===== src/rtl/lpdir_pkg.sv =====
package lpdir_pkg;
   typedef enum logic [1:0] {
      META_NORMAL = 2'd0,
      META_TRANS  = 2'd1,
      META_TOW    = 2'd2
   } meta_e;

   typedef enum logic [1:0] {
      RSP_RDATA = 2'd0,
      RSP_WPERM = 2'd1,
      RSP_NACK  = 2'd2
   } rsp_e;

   typedef enum logic [1:0] {
      PH_IDLE    = 2'd0,
      PH_COLLECT = 2'd1,
      PH_TRAP    = 2'd2
   } phase_e;
endpackage


===== src/rtl/lpdir_ptr_store.sv =====
module lpdir_ptr_store #(
   parameter int SLOTS = 5,
   parameter int ID_W  = 4
) (
   input  logic                  clk,
   input  logic                  rst_n,
   input  logic                  ins_en,
   input  logic                  set_one,
   input  logic                  clr_all,
   input  logic [ID_W-1:0]       wr_id,
   input  logic [ID_W-1:0]       look_id,
   output logic [SLOTS*ID_W-1:0] ptrs_o,
   output logic [SLOTS-1:0]      vld_o,
   output logic [SLOTS-1:0]      hit_o,
   output logic                  full_o
);
   logic [SLOTS-1:0] free_vec;
   logic [SLOTS-1:0] ins_oh;

   assign free_vec = ~vld_o;
   assign ins_oh   = free_vec & (~free_vec + SLOTS'(1));
   assign full_o   = &vld_o;

   for (genvar g = 0; g < SLOTS; g++) begin : g_slot
      logic [ID_W-1:0] id_q;
      logic            v_q;

      always_ff @(posedge clk) begin
         if (!rst_n) begin
            id_q <= '0;
            v_q  <= 1'b0;
         end else if (set_one) begin
            v_q  <= (g == 0);
            id_q <= (g == 0) ? wr_id : '0;
         end else if (clr_all) begin
            v_q  <= 1'b0;
         end else if (ins_en && ins_oh[g]) begin
            v_q  <= 1'b1;
            id_q <= wr_id;
         end
      end

      assign ptrs_o[g*ID_W +: ID_W] = id_q;
      assign vld_o[g]               = v_q;
      assign hit_o[g]               = v_q && (id_q == look_id);
   end

   AST_PTR_NO_DUP: assert property (@(posedge clk) disable iff (!rst_n)
      $countones(hit_o) <= 1) else $error("duplicate pointer");
   AST_INS_HAS_ROOM: assert property (@(posedge clk) disable iff (!rst_n)
      ins_en |-> !full_o) else $error("insert into full store");
endmodule


===== src/rtl/lpdir_inv_seq.sv =====
module lpdir_inv_seq #(
   parameter int SLOTS = 5
) (
   input  logic             clk,
   input  logic             rst_n,
   input  logic             load,
   input  logic [SLOTS-1:0] load_mask,
   output logic [SLOTS-1:0] cur_oh,
   output logic             any
);
   logic [SLOTS-1:0] mask_q;

   assign cur_oh = mask_q & (~mask_q + SLOTS'(1));
   assign any    = |mask_q;

   always_ff @(posedge clk) begin
      if (!rst_n)      mask_q <= '0;
      else if (load)   mask_q <= load_mask;
      else if (any)    mask_q <= mask_q & ~cur_oh;
   end

   AST_INV_ONE_PER_CYCLE: assert property (@(posedge clk) disable iff (!rst_n)
      (!load && any) |=> ($countones(mask_q) == $countones($past(mask_q)) - 1))
      else $error("invalidation step skipped");
endmodule


===== src/rtl/lpdir_ack_ctr.sv =====
module lpdir_ack_ctr #(
   parameter int CNT_W = 4
) (
   input  logic             clk,
   input  logic             rst_n,
   input  logic             load,
   input  logic [CNT_W-1:0] load_val,
   input  logic             dec,
   output logic             zero
);
   logic [CNT_W-1:0] cnt_q;

   assign zero = (cnt_q == '0);

   always_ff @(posedge clk) begin
      if (!rst_n)             cnt_q <= '0;
      else if (load)          cnt_q <= load_val;
      else if (dec && !zero)  cnt_q <= cnt_q - CNT_W'(1);
   end

   AST_ACK_NO_UNDERFLOW: assert property (@(posedge clk) disable iff (!rst_n)
      (dec && !load) |-> !zero) else $error("ack counter underflow");
endmodule


===== src/rtl/lpdir_entry.sv =====
module lpdir_entry
   import lpdir_pkg::*;
#(
   parameter int NODES   = 16,
   parameter int HW_PTRS = 5,
   localparam int ID_W   = $clog2(NODES),
   localparam int CNT_W  = $clog2(NODES + 1)
) (
   input  logic                    clk,
   input  logic                    rst_n,
   input  logic                    req_valid,
   input  logic                    req_write,
   input  logic [ID_W-1:0]         req_src,
   output logic                    rsp_valid,
   output logic [1:0]              rsp_kind,
   output logic [ID_W-1:0]         rsp_dst,
   output logic                    inv_valid,
   output logic [ID_W-1:0]         inv_dst,
   input  logic                    ack_valid,
   output logic                    trap_valid,
   output logic                    trap_write,
   output logic [ID_W-1:0]         trap_src,
   output logic [HW_PTRS*ID_W-1:0] trap_ptrs,
   output logic [HW_PTRS-1:0]      trap_ptr_vld,
   input  logic                    trap_done,
   input  logic [CNT_W-1:0]        trap_inv_cnt,
   output logic [1:0]              meta_state,
   output logic                    line_rw
);
   if (NODES < 2) begin : g_bad_nodes
      $error("NODES must be at least 2");
   end
   if (HW_PTRS < 1 || HW_PTRS >= NODES) begin : g_bad_ptrs
      $error("HW_PTRS must lie in 1..NODES-1");
   end

   phase_e          phase_q, phase_n;
   meta_e           meta_q, meta_n;
   logic            rw_q, rw_n;
   logic [ID_W-1:0] src_q, src_n;
   logic            wr_q, wr_n;
   logic            rv_q;
   rsp_e            rk_q;
   logic [ID_W-1:0] rd_q;

   logic                    ins_en, set_one, clr_all;
   logic [ID_W-1:0]         wr_id;
   logic [HW_PTRS*ID_W-1:0] ptrs;
   logic [HW_PTRS-1:0]      vld, hit, victims, cur_oh;
   logic                    full, seq_any, seq_load;
   logic                    ack_load, ack_dec, ack_zero;
   logic [CNT_W-1:0]        ack_val;
   logic                    fire;
   rsp_e                    fk;
   logic [ID_W-1:0]         fd;

   lpdir_ptr_store #(.SLOTS(HW_PTRS), .ID_W(ID_W)) u_ptrs (
      .clk(clk), .rst_n(rst_n), .ins_en(ins_en), .set_one(set_one),
      .clr_all(clr_all), .wr_id(wr_id), .look_id(req_src),
      .ptrs_o(ptrs), .vld_o(vld), .hit_o(hit), .full_o(full)
   );

   lpdir_inv_seq #(.SLOTS(HW_PTRS)) u_seq (
      .clk(clk), .rst_n(rst_n), .load(seq_load), .load_mask(victims),
      .cur_oh(cur_oh), .any(seq_any)
   );

   lpdir_ack_ctr #(.CNT_W(CNT_W)) u_ack (
      .clk(clk), .rst_n(rst_n), .load(ack_load), .load_val(ack_val),
      .dec(ack_dec), .zero(ack_zero)
   );

   assign victims = vld & ~hit;
   assign ack_dec = ack_valid && (phase_q == PH_COLLECT);

   always_comb begin
      inv_dst = '0;
      for (int i = 0; i < HW_PTRS; i++) begin
         if (cur_oh[i]) inv_dst = inv_dst | ptrs[i*ID_W +: ID_W];
      end
   end
   assign inv_valid = (phase_q == PH_COLLECT) && seq_any;

   always_comb begin
      phase_n  = phase_q;
      meta_n   = meta_q;
      rw_n     = rw_q;
      src_n    = src_q;
      wr_n     = wr_q;
      ins_en   = 1'b0;
      set_one  = 1'b0;
      clr_all  = 1'b0;
      wr_id    = req_src;
      seq_load = 1'b0;
      ack_load = 1'b0;
      ack_val  = '0;
      fire     = 1'b0;
      fk       = RSP_NACK;
      fd       = req_src;
      unique case (phase_q)
         PH_IDLE: begin
            if (req_valid) begin
               src_n = req_src;
               wr_n  = req_write;
               if (meta_q == META_TOW && req_write) begin
                  phase_n = PH_TRAP;
                  meta_n  = META_TRANS;
               end else if (req_write || rw_q) begin
                  if (victims == '0) begin
                     fire = 1'b1;
                     fk   = req_write ? RSP_WPERM : RSP_RDATA;
                     if (req_write) begin
                        set_one = 1'b1;
                        rw_n    = 1'b1;
                     end
                  end else begin
                     seq_load = 1'b1;
                     ack_load = 1'b1;
                     ack_val  = CNT_W'($countones(victims));
                     phase_n  = PH_COLLECT;
                  end
               end else if (|hit) begin
                  fire = 1'b1;
                  fk   = RSP_RDATA;
               end else if (!full) begin
                  ins_en = 1'b1;
                  fire   = 1'b1;
                  fk     = RSP_RDATA;
               end else begin
                  phase_n = PH_TRAP;
                  meta_n  = META_TRANS;
               end
            end
         end
         PH_COLLECT: begin
            if (req_valid) begin
               fire = 1'b1;
            end else if (!seq_any && ack_zero) begin
               fire    = 1'b1;
               fd      = src_q;
               fk      = wr_q ? RSP_WPERM : RSP_RDATA;
               wr_id   = src_q;
               set_one = 1'b1;
               rw_n    = wr_q;
               phase_n = PH_IDLE;
            end
         end
         PH_TRAP: begin
            if (req_valid) begin
               fire = 1'b1;
            end else if (trap_done) begin
               clr_all = 1'b1;
               fd      = src_q;
               wr_id   = src_q;
               if (wr_q) begin
                  meta_n = META_NORMAL;
                  if (trap_inv_cnt == '0) begin
                     fire    = 1'b1;
                     fk      = RSP_WPERM;
                     set_one = 1'b1;
                     rw_n    = 1'b1;
                     phase_n = PH_IDLE;
                  end else begin
                     ack_load = 1'b1;
                     ack_val  = trap_inv_cnt;
                     phase_n  = PH_COLLECT;
                  end
               end else begin
                  meta_n  = META_TOW;
                  fire    = 1'b1;
                  fk      = RSP_RDATA;
                  phase_n = PH_IDLE;
               end
            end
         end
         default: phase_n = PH_IDLE;
      endcase
   end

   always_ff @(posedge clk) begin
      if (!rst_n) begin
         phase_q <= PH_IDLE;
         meta_q  <= META_NORMAL;
         rw_q    <= 1'b0;
         src_q   <= '0;
         wr_q    <= 1'b0;
         rv_q    <= 1'b0;
         rk_q    <= RSP_RDATA;
         rd_q    <= '0;
      end else begin
         phase_q <= phase_n;
         meta_q  <= meta_n;
         rw_q    <= rw_n;
         src_q   <= src_n;
         wr_q    <= wr_n;
         rv_q    <= fire;
         if (fire) begin
            rk_q <= fk;
            rd_q <= fd;
         end
      end
   end

   assign rsp_valid    = rv_q;
   assign rsp_kind     = rk_q;
   assign rsp_dst      = rd_q;
   assign trap_valid   = (phase_q == PH_TRAP);
   assign trap_write   = wr_q;
   assign trap_src     = src_q;
   assign trap_ptrs    = ptrs;
   assign trap_ptr_vld = vld;
   assign meta_state   = meta_q;
   assign line_rw      = rw_q;

   AST_TRAP_IN_TRANS: assert property (@(posedge clk) disable iff (!rst_n)
      trap_valid |-> (meta_state == META_TRANS)) else $error("trap outside transition");
   AST_TRANS_NACKS: assert property (@(posedge clk) disable iff (!rst_n)
      (meta_state == META_TRANS && req_valid) |=> (rsp_valid && rsp_kind == RSP_NACK))
      else $error("request not retried in transition");
   AST_INV_SKIPS_REQ: assert property (@(posedge clk) disable iff (!rst_n)
      inv_valid |-> (inv_dst != src_q)) else $error("requester invalidated");
   AST_WPERM_OWNED: assert property (@(posedge clk) disable iff (!rst_n)
      (rsp_valid && rsp_kind == RSP_WPERM) |-> line_rw) else $error("grant without ownership");
   AST_RW_ONE_OWNER: assert property (@(posedge clk) disable iff (!rst_n)
      line_rw |-> ($countones(trap_ptr_vld) == 1)) else $error("owned line has many pointers");
endmodule


===== config.mk =====
export PLATFORM = sky130hd
export DESIGN_NAME = lpdir_entry
export DESIGN_NICKNAME = d
export VERILOG_FILES = /design/src/rtl/lpdir_pkg.sv /design/src/rtl/lpdir_ptr_store.sv /design/src/rtl/lpdir_inv_seq.sv /design/src/rtl/lpdir_ack_ctr.sv /design/src/rtl/lpdir_entry.sv
export SDC_FILE = /design/constraint.sdc
export NUM_CORES = 1
export LEC_CHECK = 0
export BUFFER_PORTS_ARGS = -buffer_cell sky130_fd_sc_hd__buf_2
export CAP_MARGIN = 20
export CELL_PAD_IN_SITES_DETAIL_PLACEMENT = 1
export CELL_PAD_IN_SITES_GLOBAL_PLACEMENT = 1
export CORE_MARGIN = 10
export CORE_UTILIZATION = 25
export CTS_CLUSTER_SIZE = 8
export DETAILED_ROUTE_END_ITERATION = 10
export PLACE_DENSITY_LB_ADDON = 0.05
export SLEW_MARGIN = 10
export SYNTH_ARGS = -nofsm -noshare
export SYNTH_HDL_FRONTEND = slang
export SYNTH_HIERARCHICAL = 1
export SYNTH_SLANG_ARGS = --single-unit

===== constraint.sdc =====
create_clock -name clk -period 4.7 [get_ports clk]
set_input_delay 0.705 -clock clk [delete_from_list [all_inputs] [get_ports clk]]
set_output_delay 0.705 -clock clk [all_outputs]
set_load 0.01 [all_outputs]

==> metrics.txt <==
# TYPE chip_impl_metric gauge
chip_impl_metric{name="ff2ff_path_depth",unit=""} 12
chip_impl_info{name="hold_path_end",value="trap_src[2]$_SDFFE_PN0P_"} 1
chip_impl_info{name="timing.rr.end",value="u_ptrs/g_slot[2].id_q[3]$_SDFFE_PP0P_"} 1
chip_impl_metric{name="nets",unit=""} 461
chip_impl_info{name="reg2reg_from",value="u_ptrs/g_slot[1].v_q$_SDFFE_PP0P_"} 1
chip_impl_metric{name="clock_insertion_delay_worst_skew",unit="ps"} 300
chip_impl_metric{name="multi_input_gate_area",unit="µm²"} 1947
chip_impl_metric{name="finClkSkew",unit="ps"} 4.944
chip_impl_metric{name="start_util",unit="%"} 25.33
chip_impl_info{name="yosysMostFrequentCell",value="sky130_fd_sc_hd__nand2_1"} 1
chip_impl_metric{name="dp_hpwl",unit="mm"} 9.424
chip_impl_metric{name="crit_arrival",unit="ps"} 3630
chip_impl_metric{name="timing.reg2reg.setup_slack",unit="ps"} 1420
chip_impl_metric{name="post_synth_instance_area",unit="µm²"} 3183
chip_impl_metric{name="critical_path_peak_fanout",unit=""} 24
chip_impl_metric{name="antenna_found_initial",unit=""} 0
chip_impl_metric{name="drc_errors",unit=""} 0
chip_impl_metric{name="ys_types",unit=""} 72
chip_impl_metric{name="die_width",unit="µm"} 132.8
chip_impl_metric{name="instances_no_fill",unit=""} 610
chip_impl_metric{name="timing.max_slew.rel_slack",unit="%"} 36.60
chip_impl_metric{name="timing_worst_slew_pin_value",unit="ps"} 941.0
chip_impl_info{name="tritoncts",value="done"} 1
chip_impl_metric{name="synth_warnings",unit=""} 6
chip_impl_metric{name="drtPass1Iterations",unit=""} 4
chip_impl_metric{name="synth_edf_count",unit=""} 0
chip_impl_metric{name="row_count",unit=""} 41
chip_impl_metric{name="layout-drive-gt1-share",unit="%"} 20.32
chip_impl_metric{name="drt-vias-per-instance",unit=""} 4.920
chip_impl_metric{name="post_cts_buffers",unit=""} 0
chip_impl_metric{name="wirelength",unit="mm"} 11.86
chip_impl_metric{name="timing_max_transition_violations_final",unit=""} 0
chip_impl_metric{name="synth-async-reset-ratio",unit="%"} 0
chip_impl_metric{name="post_cts_hold_buffer_count",unit=""} 0
chip_impl_metric{name="power.ir.vdd_worst",unit="mV"} 0.1297
chip_impl_info{name="setup_repair_after_global_routing_missed_its_margin",value="false"} 1
chip_impl_metric{name="buffer_ports.inserted",unit=""} 60
chip_impl_metric{name="route.detailed.wl_per_inst",unit="µm"} 19.45
chip_impl_info{name="netlist_top_cells_area",value="sky130_fd_sc_hd__dfxtp_1 33%, sky130_fd_sc_hd__nand2_1 7.8%, sky130_fd_sc_hd__mux2i_1 5.3%"} 1
chip_impl_metric{name="cts_buffers",unit=""} 5
chip_impl_info{name="clock-root-buffer",value="sky130_fd_sc_hd__clkbuf_16"} 1
chip_impl_metric{name="nFillCells",unit=""} 1518
chip_impl_metric{name="power-per-cell-area",unit="nW/µm²"} 413.0
chip_impl_info{name="critical_path.startpoint_type",value="primary input"} 1
chip_impl_metric{name="drt_iter0_drc",unit=""} 167
chip_impl_metric{name="dieHeight",unit="µm"} 132.8
chip_impl_metric{name="report.final.setup_viol",unit=""} 0
chip_impl_metric{name="synth_top_area_share",unit="%"} 32.70
chip_impl_metric{name="vias_in_the_first_global_route",unit=""} 3157
chip_impl_metric{name="gp_congestion",unit=""} 0.7835
chip_impl_metric{name="report.final.hold_viol_count",unit=""} 0
chip_impl_info{name="outcome",value="complete, no violations"} 1
chip_impl_metric{name="global_route.overflow_total",unit=""} 0
chip_impl_metric{name="final-seq-area",unit="µm²"} 1041
chip_impl_metric{name="clkTransAtPathRegs",unit="ps"} 70
chip_impl_metric{name="groute.usage.overall",unit="%"} 13.41
chip_impl_info{name="synth_top_area_cell",value="sky130_fd_sc_hd__dfxtp_1"} 1
chip_impl_metric{name="synthesis_stage_register_bit_count",unit=""} 52
chip_impl_metric{name="worst-endpoint-required",unit="ps"} 4860
chip_impl_metric{name="grt_pass1_wl",unit="mm"} 18.83
chip_impl_metric{name="dpl.cell_count",unit=""} 602
chip_impl_metric{name="static-leakage-power",unit="nW"} 1.644
chip_impl_metric{name="cts.path.max_buffers",unit=""} 2
chip_impl_metric{name="placeableCoreArea",unit="µm²"} 12570
chip_impl_metric{name="cap_violations",unit=""} 0
chip_impl_metric{name="route.antenna.remaining_nets",unit=""} 0
chip_impl_info{name="classification_of_the_worst_slack_hold_path",value="register to register"} 1
chip_impl_metric{name="vias",unit=""} 3001
chip_impl_metric{name="number_of_h_tree_branching_levels",unit=""} 2
chip_impl_metric{name="period_needed",unit="ps"} 3470
chip_impl_metric{name="avgSynthCellArea",unit="µm²"} 8.183
chip_impl_metric{name="cts.sinks",unit=""} 52
chip_impl_metric{name="area.growth.synth_to_final",unit="%"} 18.04
chip_impl_metric{name="whs_path_depth",unit=""} 2
chip_impl_info{name="synth_commonest_cells",value="66 x sky130_fd_sc_hd__nand2_1, 52 x sky130_fd_sc_hd__dfxtp_1, 23 x sky130_fd_sc_hd__a21oi_1"} 1
chip_impl_metric{name="synth_net_count",unit=""} 413
chip_impl_info{name="startpoint",value="req_src[2]"} 1
chip_impl_metric{name="post_cts_resized",unit=""} 0
chip_impl_metric{name="die-area",unit="µm²"} 17650
chip_impl_info{name="worst_hold_startpoint",value="trap_src[2]$_SDFFE_PN0P_"} 1
chip_impl_metric{name="largest_net_degree_at_the_start_of_global_routing",unit=""} 25
chip_impl_metric{name="post-route-period-util",unit="%"} 73.83
chip_impl_metric{name="synthCells",unit=""} 389
chip_impl_info{name="crit_type",value="primary input to register"} 1
chip_impl_metric{name="antenna_cells",unit=""} 0
chip_impl_metric{name="ys_seq_area_share",unit="%"} 32.70
chip_impl_metric{name="number_of_primary_i_o_pins",unit=""} 61
chip_impl_metric{name="setup_total_negative_slack",unit="ps"} 0
chip_impl_info{name="timing.critical_path.to_type",value="register"} 1
chip_impl_info{name="synth_flop_cell",value="sky130_fd_sc_hd__dfxtp_1"} 1
chip_impl_metric{name="fmax",unit="GHz"} 0.2882
-- cells by family after synthesis --
family / after synthesis / synth area share [%]
and+or+nand+nor: 167 / 28.97
AOI/OAI and AO/OA: 81 / 17.34
DFF: 52 / 32.70
buffers and inverters: 43 / 6.132
xor gates and xnor gates: 20 / 5.503
muxes: 17 / 5.346
adders and majority gates: 9 / 4.009
-- state kept, by name, summed over array words and instances, names as in the netlist --
signal and cells:
rsp_kind 2, u_ack/cnt_q 5, phase_q 2, rsp_dst 4, u_ptrs/g_slot.id_q 20, u_ptrs/g_slot.v_q 5
meta_state 2, line_rw 1, rsp_valid 1, u_seq/mask_q 5, trap_src 4, trap_write 1
-- through the flow --
| stage | hold WS [ps] | total power [mW] | cell area (µm²) | worst slack (ps) | utilization, % |
|---|---|---|---|---|---|
| after floorplan | 466.0 | 0.9751 | 3183 | 1424 | - |
| after global placement | 476.7 | 1.196 | 3616 | 939.5 | 28.77 |
| after detailed placement | 485.3 | 1.196 | 3616 | 946.3 | 28.77 |
| after CTS | 495.4 | 1.581 | 3757 | 1268 | 29.90 |
| after global routing | 508.6 | 1.672 | 3757 | 931.0 | 29.90 |
| final | 491.2 | 1.552 | 3757 | 1230 | 29.90 |
-- critical path, cell delays in order --
cell and delay, ps:
sky130_fd_sc_hd__buf_2 210, sky130_fd_sc_hd__xnor2_1 140, sky130_fd_sc_hd__nand2_1 80, sky130_fd_sc_hd__nor4_1 590, sky130_fd_sc_hd__or2b_2 260, sky130_fd_sc_hd__inv_1 90
sky130_fd_sc_hd__nor4b_4 400, sky130_fd_sc_hd__nand4_1 190, sky130_fd_sc_hd__a31oi_1 270, sky130_fd_sc_hd__buf_4 180, sky130_fd_sc_hd__nor2b_1 50, sky130_fd_sc_hd__buf_4 200
sky130_fd_sc_hd__nand2_1 150, sky130_fd_sc_hd__mux2i_1 90
-- where the power goes --
group | total, mW | switching (mW) | internal, mW
registers | 0.564 | 0.0613 | 0.503
clock network | 0.371 | 0.172 | 0.200
logic | 0.616 | 0.385 | 0.232
-- metal layers --
layer / wire length (µm) / vias to the layer above / GRT usage, % / share of wire, %
met5: 0 / - / 0 / 0
met4: 92 / 0 / 3.912 / 0.78
met3: 483 / 4 / 3.558 / 4.1
met2: 5530 / 52 / 21.20 / 47
met1: 5758 / 1462 / 17.42 / 49
li1: - / 1483 / - / -
-- worst max path at each step --
| stage | to | slack (ps) | depth (start not counted) |
|---|---|---|---|
| 5_1_grt | u_ptrs/g_slot[2].id_q[0]$_SDFFE_PP0P_ | 930 | 15 |
| 3_5_place_dp | u_ptrs/g_slot[2].id_q[3]$_SDFFE_PP0P_ | 950 | 14 |
| 2_1_floorplan | u_ack/cnt_q[1]$_SDFFE_PN0P_ | 1420 | 14 |
| 3_3_place_gp | u_ack/cnt_q[1]$_SDFFE_PN0P_ | 940 | 14 |
| 4_1_cts | u_ptrs/g_slot[2].id_q[3]$_SDFFE_PP0P_ | 1270 | 14 |
| 6_report | u_ptrs/g_slot[2].id_q[3]$_SDFFE_PP0P_ | 1230 | 14 |
-- layout make-up --
type / count / share of cell area [%]
multi-input combinational: 294 / 51.81
sequential: 52 / 27.71
timing repair buffer: 65 / 8.991
tap: 172 / 5.728
clock buffer: 7 / 3.530
inverter: 19 / 1.998
clock inverter: 1 / 0.2331
-- cell usage in the layout, fill, tap and decap left out, types with 4 or more instances in the layout --
cell type | netlist | routed
sky130_fd_sc_hd__nand2_1 | 66 | 66
sky130_fd_sc_hd__buf_2 | 6 | 60
sky130_fd_sc_hd__dfxtp_1 | 52 | 52
sky130_fd_sc_hd__a21oi_1 | 23 | 23
sky130_fd_sc_hd__inv_1 | 17 | 17
sky130_fd_sc_hd__o21ai_0 | 17 | 17
sky130_fd_sc_hd__mux2i_1 | 17 | 17
sky130_fd_sc_hd__nor3_1 | 15 | 15
sky130_fd_sc_hd__xor2_1 | 15 | 15
sky130_fd_sc_hd__nor2_1 | 13 | 13
sky130_fd_sc_hd__nand3_1 | 10 | 10
sky130_fd_sc_hd__nor4_1 | 8 | 8
sky130_fd_sc_hd__and2_1 | 7 | 7
sky130_fd_sc_hd__ha_1 | 7 | 7
sky130_fd_sc_hd__nand2b_1 | 6 | 6
sky130_fd_sc_hd__nor3b_1 | 5 | 5
sky130_fd_sc_hd__nor2b_1 | 5 | 5
sky130_fd_sc_hd__clkbuf_16 | 0 | 5
sky130_fd_sc_hd__buf_4 | 6 | 5
sky130_fd_sc_hd__xnor2_1 | 5 | 5
sky130_fd_sc_hd__nand3b_1 | 4 | 4
sky130_fd_sc_hd__a32o_1 | 4 | 4
sky130_fd_sc_hd__a222oi_1 | 4 | 4
sky130_fd_sc_hd__a22oi_1 | 4 | 4
(Power assumes the default switching activity.)
